--- src/rtl/dual_issue_steer.sv ---
module dual_issue_steer #(
  parameter logic [5:0] OP_LOAD  = 6'h23,
  parameter logic [5:0] OP_STORE = 6'h2B,
  parameter logic [4:0] LINK_REG = 5'd31
) (
  input  logic        clk,
  input  logic        rst_n,
  input  logic [1:0]  buf_cnt,
  input  logic [31:0] buf_w0,
  input  logic [31:0] buf_w1,
  output logic [1:0]  consumed,
  output logic        fetch_ready,
  output logic        s0_vld,
  output logic [31:0] s0_word,
  output logic [4:0]  s0_ra,
  output logic [4:0]  s0_rb,
  output logic [4:0]  s0_dst,
  output logic        s1_vld,
  output logic [31:0] s1_word,
  output logic        s1_load,
  output logic [4:0]  s1_base,
  output logic [31:0] s1_ofs
);

  typedef struct packed {
    logic       mem;
    logic [4:0] ra;
    logic [4:0] rb;
    logic [4:0] dst;
  } dec_t;

  function automatic dec_t decode(input logic [31:0] w);
    dec_t d;
    d.mem = 1'b0;
    d.ra  = w[25:21];
    d.rb  = 5'd0;
    d.dst = w[20:16];
    case (w[31:26])
      6'h00: begin d.rb = w[20:16]; d.dst = w[15:11]; end
      6'h04, 6'h05: begin d.rb = w[20:16]; d.dst = 5'd0; end
      6'h02: begin d.ra = 5'd0; d.dst = 5'd0; end
      6'h03: begin d.ra = 5'd0; d.dst = LINK_REG; end
      OP_STORE: begin d.mem = 1'b1; d.rb = w[20:16]; d.dst = 5'd0; end
      OP_LOAD: d.mem = 1'b1;
      default: ;
    endcase
    return d;
  endfunction

  function automatic logic hit(input logic [4:0] a, input logic [4:0] b);
    return (a != 5'd0) && (a == b);
  endfunction

  function automatic logic reads(input dec_t d, input logic [4:0] r);
    return hit(r, d.ra) || hit(r, d.rb);
  endfunction

  function automatic logic clash(input dec_t a, input dec_t b);
    return hit(a.dst, b.ra) || hit(a.dst, b.rb) || hit(a.dst, b.dst) ||
           hit(b.dst, a.ra) || hit(b.dst, a.rb);
  endfunction

  dec_t d0, d1, ds0;
  logic [1:0] n;
  logic [4:0] ld_reg;
  logic ld_live, hz0, hz1, stall;
  logic nx_s0v, nx_s1v;
  logic [31:0] nx_s0w, nx_s1w;

  assign d0  = decode(buf_w0);
  assign d1  = decode(buf_w1);
  assign n   = (buf_cnt == 2'd3) ? 2'd2 : buf_cnt;

  assign ld_reg  = s1_word[20:16];
  assign ld_live = s1_vld && (s1_word[31:26] == OP_LOAD) && (ld_reg != 5'd0);
  assign hz0     = (n != 2'd0) && reads(d0, ld_reg);
  assign hz1     = (n == 2'd2) && reads(d1, ld_reg);
  assign stall   = ld_live && (hz0 || hz1);

  always_comb begin
    nx_s0v   = 1'b0;
    nx_s0w   = '0;
    nx_s1v   = 1'b0;
    nx_s1w   = '0;
    consumed = 2'd0;
    if (!stall && n != 2'd0) begin
      if (n == 2'd2 && d0.mem != d1.mem && !clash(d0, d1)) begin
        consumed = 2'd2;
        nx_s0v   = 1'b1;
        nx_s1v   = 1'b1;
        nx_s0w   = d0.mem ? buf_w1 : buf_w0;
        nx_s1w   = d0.mem ? buf_w0 : buf_w1;
      end else begin
        consumed = 2'd1;
        if (d0.mem) begin
          nx_s1v = 1'b1;
          nx_s1w = buf_w0;
        end else begin
          nx_s0v = 1'b1;
          nx_s0w = buf_w0;
        end
      end
    end
  end

  assign fetch_ready = (n - consumed) < 2'd2;

  always_ff @(posedge clk) begin
    if (!rst_n) begin
      s0_vld  <= 1'b0;
      s0_word <= '0;
      s1_vld  <= 1'b0;
      s1_word <= '0;
    end else begin
      s0_vld  <= nx_s0v;
      s0_word <= nx_s0w;
      s1_vld  <= nx_s1v;
      s1_word <= nx_s1w;
    end
  end

  assign ds0     = decode(s0_word);
  assign s0_ra   = ds0.ra;
  assign s0_rb   = ds0.rb;
  assign s0_dst  = ds0.dst;
  assign s1_load = s1_vld && (s1_word[31:26] == OP_LOAD);
  assign s1_base = s1_word[25:21];
  assign s1_ofs  = {{16{s1_word[15]}}, s1_word[15:0]};

  p_slot0_class_r2: assert property (@(posedge clk) disable iff (!rst_n)
    s0_vld |-> (s0_word[31:26] != OP_LOAD && s0_word[31:26] != OP_STORE));

  p_slot1_class_r2: assert property (@(posedge clk) disable iff (!rst_n)
    s1_vld |-> (s1_word[31:26] == OP_LOAD || s1_word[31:26] == OP_STORE));

  p_pkt_matches_count_r3: assert property (@(posedge clk) disable iff (!rst_n)
    1'b1 |=> ($countones({s0_vld, s1_vld}) == $past(consumed)));

  p_empty_is_zero_r5: assert property (@(posedge clk) disable iff (!rst_n)
    (!s0_vld |-> s0_word == '0) and (!s1_vld |-> s1_word == '0));

  p_load_use_bubble_r8: assert property (@(posedge clk) disable iff (!rst_n)
    (ld_live && hz0) |=> (!s0_vld && !s1_vld));

  p_ready_when_empty_r10: assert property (@(posedge clk) disable iff (!rst_n)
    (buf_cnt == 2'd0) |-> (fetch_ready && consumed == 2'd0));

endmodule

--- config.mk ---
export PLATFORM = sky130hd
export DESIGN_NAME = dual_issue_steer
export DESIGN_NICKNAME = d
export VERILOG_FILES = /design/src/rtl/dual_issue_steer.sv
export SDC_FILE = /design/constraint.sdc
export NUM_CORES = 1
export LEC_CHECK = 0
export ABC_AREA = 0
export BUFFER_PORTS_ARGS = -buffer_cell sky130_fd_sc_hd__clkbuf_2
export CAP_MARGIN = 20
export CORE_ASPECT_RATIO = 1.4
export CORE_UTILIZATION = 50
export CTS_CLUSTER_DIAMETER = 60
export DETAILED_ROUTE_END_ITERATION = 8
export GPL_TIMING_DRIVEN = 0
export PLACE_DENSITY = 0.84
export SKIP_CTS_REPAIR_TIMING = 1
export SYNTH_ARGS = -nofsm -noshare
export SYNTH_HDL_FRONTEND = slang
export SYNTH_SLANG_ARGS = --single-unit
--- constraint.sdc ---
create_clock -name clk -period 7.7 [get_ports clk]
set_input_delay 0.385 -clock clk [delete_from_list [all_inputs] [get_ports clk]]
set_output_delay 0.385 -clock clk [all_outputs]
set_load 0.01 [all_outputs]
==> flow_metrics.tcl <==
set metrics [dict create \
    power.ir.vdd_worst_v 0.000168 \
    ys_ff_latch 66 \
    synthesis.area_um2 4350 \
    worst_setup_path_end_kind "primary output" \
    cap_viol_max_count 0 \
    power_density_nw_per_um2 161 \
    worst_r2r_path_cells 11 \
    synthArstFlopShare 0 \
    finalSetupTns_ns 0 \
    die_height_um 112 \
    hold_violations 0 \
    coreArea_um2 8300 \
    antenna_violating_nets_post_route 0 \
    synth_top_flop_cell "sky130_fd_sc_hd__dfxtp_1" \
    layout.filler_cells 711 \
    number_of_flops_mapped_to_enable_cells_by_yosys 0 \
    number_of_global_route_vias_before_repair 4724 \
    tritoncts "yes" \
    setup.reg_to_reg.worst_slack_ns 4.35 \
    clk_pin_slew_worst_paths_ns 0.06 \
    floorplan.die.width_um 80.8 \
    starting_utilization_of_the_core_area 0.524 \
    largest_driver_fanout_on_the_critical_path 8 \
    top_level_ports 190 \
    detail_route.wl_per_cell_um 18.0 \
    setup.worst_path.class "input pin to primary output" \
    track_usage 0.352 \
    port_buffers 181 \
    cp-start-kind "input pin" \
    detailroute.via_count 5171 \
    layout-drive-gt1-share 0.324 \
    insertedDiodeCount 0 \
    slew_viol_final 0 \
    finalSetupViolCount 0 \
    syn_avg_cell_area_um2 7.32 \
    cts_max_level 3 \
    synthTopCellsByCount "139 x sky130_fd_sc_hd__nand2_1, 66 x sky130_fd_sc_hd__dfxtp_1, 51 x sky130_fd_sc_hd__o21ai_1" \
    final_min_period_over_clock_period 0.508 \
    layout-area-overhead-vs-synth_pct 30.2 \
    number_of_warning_messages_in_the_yosys_log 0 \
    worst_ep_required_time_ns 7.32 \
    synth_area_leaders "sky130_fd_sc_hd__dfxtp_1 30%, sky130_fd_sc_hd__nand2_1 12%, sky130_fd_sc_hd__buf_4 6.4%" \
    synthCells 594 \
    place_congestion 0.976 \
    critPathArrivalTime_ns 3.53 \
    period_minus_slack_ns 3.91 \
    wire_length_of_the_first_global_routing_pass_um 24100 \
    worstHoldPathType "input pin to register" \
    cts-buffers-inserted 9 \
    relSlewSlack 0.522 \
    timing.critical_path.to "consumed[0]" \
    grt_antenna_before_repair 0 \
    fp.dieArea_um2 9080 \
    viasPerCell 5.78 \
    setup_repair_after_global_routing_missed_its_margin "no" \
    power.share.combinational 0.197 \
    tritonroute_pass_1_iters 5 \
    clock_path_buffers 2 \
    synth_most_common_cell "sky130_fd_sc_hd__nand2_1" \
    clock.fmax_mhz 256 \
    critical_path.reg2reg.startpoint "s1_word[19]" \
    grt-ovfl-total 0 \
    power.switching_fraction 0.289 \
    place.detailed.hpwl_um 12800 \
    cp-startpoint "buf_w1[29]" \
    synth_top_area_frac 0.304 \
    finish.utilization 0.682 \
    total_switching_power_mw 0.263 \
    drt_iter0_markers 384 \
    clock_sink_count 66 \
    routed_wl_um 16100 \
    pwr-share-clk 0.406 \
    placementRows 39 \
    remaining_drc_errors 0 \
    synth_cell_type_count 65 \
    outcome "completed" \
    leakage_nw 2.59 \
    nNetsFinal 855 \
    power_report.internal_total_mw 0.649 \
    worst_pin_slew_ns 0.717 \
    seq_power_share 0.397 \
    post_route_design_area_um2 5660 \
    cell_area_after_placement_um2 5390 \
    grt_max_degree 19 \
    r2r-end "s1_word[29]" \
    synth.yosys.seq_area_share 0.304 \
    synth_area_leader_cell "sky130_fd_sc_hd__dfxtp_1" \
    ctsRootBufferMaster "sky130_fd_sc_hd__clkbuf_16" \
    clock_insertion_delay_worst_skew_ns 0.33 \
    fin_worst_skew_ns 0.00641 \
]
[worst min-delay path by stage]
stage                           from  slack (ns)     endpoint  cells after the start
final                      buf_w0[2]        0.27   s1_word[2]                      3
after detailed placement   buf_w0[7]        0.61   s1_word[7]                      3
after global routing      buf_w0[10]        0.29  s1_word[10]                      3
after global placement     buf_w0[6]        0.60   s0_word[6]                      3
after CTS                  buf_w0[2]        0.28   s1_word[2]                      3
after floorplan            buf_w0[0]        0.50   s0_word[0]                      2
[cell type report]
type	instances	area (µm²)	share of cell area
well taps	102	128	0.0226
multi-input cells	448	2570	0.455
flip-flops and latches	66	1320	0.233
plain buffers	74	429	0.0758
clock inverters	4	27.5	0.00486
repair buffers	181	906	0.160
clock buffers	12	246	0.0436
inverters	7	26.3	0.00464
[per-stage QoR]
stage | total power [mW] | worst slack [ns] | hold slack (ns) | instances
finish | 0.912 | 3.79 | 0.273 | 894
global placement | 0.542 | 3.82 | 0.603 | 878
CTS | 0.909 | 3.81 | 0.275 | 894
detailed placement | 0.545 | 3.85 | 0.611 | 878
global route | 0.942 | 3.62 | 0.290 | 894
floorplan | 0.469 | 4.38 | 0.500 | 595
[flip-flops by register name, summed over array words and instances, names as in the netlist]
name	flops
s0_word	32
s1_word	32
s0_vld	1
s1_vld	1
[power by group through the flow]
stage	clock network [mW]	logic (mW)	registers, mW
detailed placement	0	0.176	0.369
CTS	0.369	0.177	0.362
global placement	0	0.173	0.369
floorplan	0	0.0962	0.373
finish	0.370	0.180	0.362
global route	0.384	0.195	0.363
[layer usage]
layer | part of all wire | wire, µm | track usage | up-vias
met2 | 0.52 | 8450 | 0.631 | 256
met4 | 0.033 | 524 | 0.170 | 0
li1 | - | - | - | 2448
met5 | 0 | 0 | 0 | -
met1 | 0.38 | 6060 | 0.395 | 2425
met3 | 0.067 | 1080 | 0.0496 | 42
[kinds of logic (layout without fill, tap and decap cells)]
logic type,Yosys count,in the layout,synth area share
compound gates,158,158,0.237
xor+xnor,28,28,0.0564
buf+inv,81,278,0.105
flops,66,66,0.304
other cells,1,2,0.000862
simple gates,260,260,0.297
[worst max-delay path: stages]
cell	delay [ns]
sky130_fd_sc_hd__clkbuf_2	0.17
sky130_fd_sc_hd__or2_1	0.25
sky130_fd_sc_hd__clkbuf_1	0.15
sky130_fd_sc_hd__or4_1	0.51
sky130_fd_sc_hd__a31oi_1	0.52
sky130_fd_sc_hd__xor2_1	0.19
sky130_fd_sc_hd__nand4_1	0.13
sky130_fd_sc_hd__o41ai_1	0.41
sky130_fd_sc_hd__a31oi_1	0.11
sky130_fd_sc_hd__nand3_1	0.30
sky130_fd_sc_hd__nor3b_1	0.23
sky130_fd_sc_hd__clkbuf_2	0.16
[placed cells by master, fill, tap and decap left out, drive strengths merged, types with 3 or more instances in the layout]
cell type / count
nand3b: 8
o31ai: 6
inv: 7
clkinvlp: 3
nand3: 12
or3: 4
buf: 47
dfxtp: 66
xor2: 10
nand4: 7
and2: 17
clkbuf: 220
or2: 4
nor2b: 7
a22oi: 5
o22ai: 12
xnor2: 18
nor3: 7
a21boi: 3
a21oi: 14
nor2: 19
a21o: 3
nand2: 139
a211oi: 7
nor4: 9
o211ai: 9
a31oi: 5
o21ai: 71
nand2b: 5
nor3b: 9
and3: 4
(Power assumes the default switching activity.)
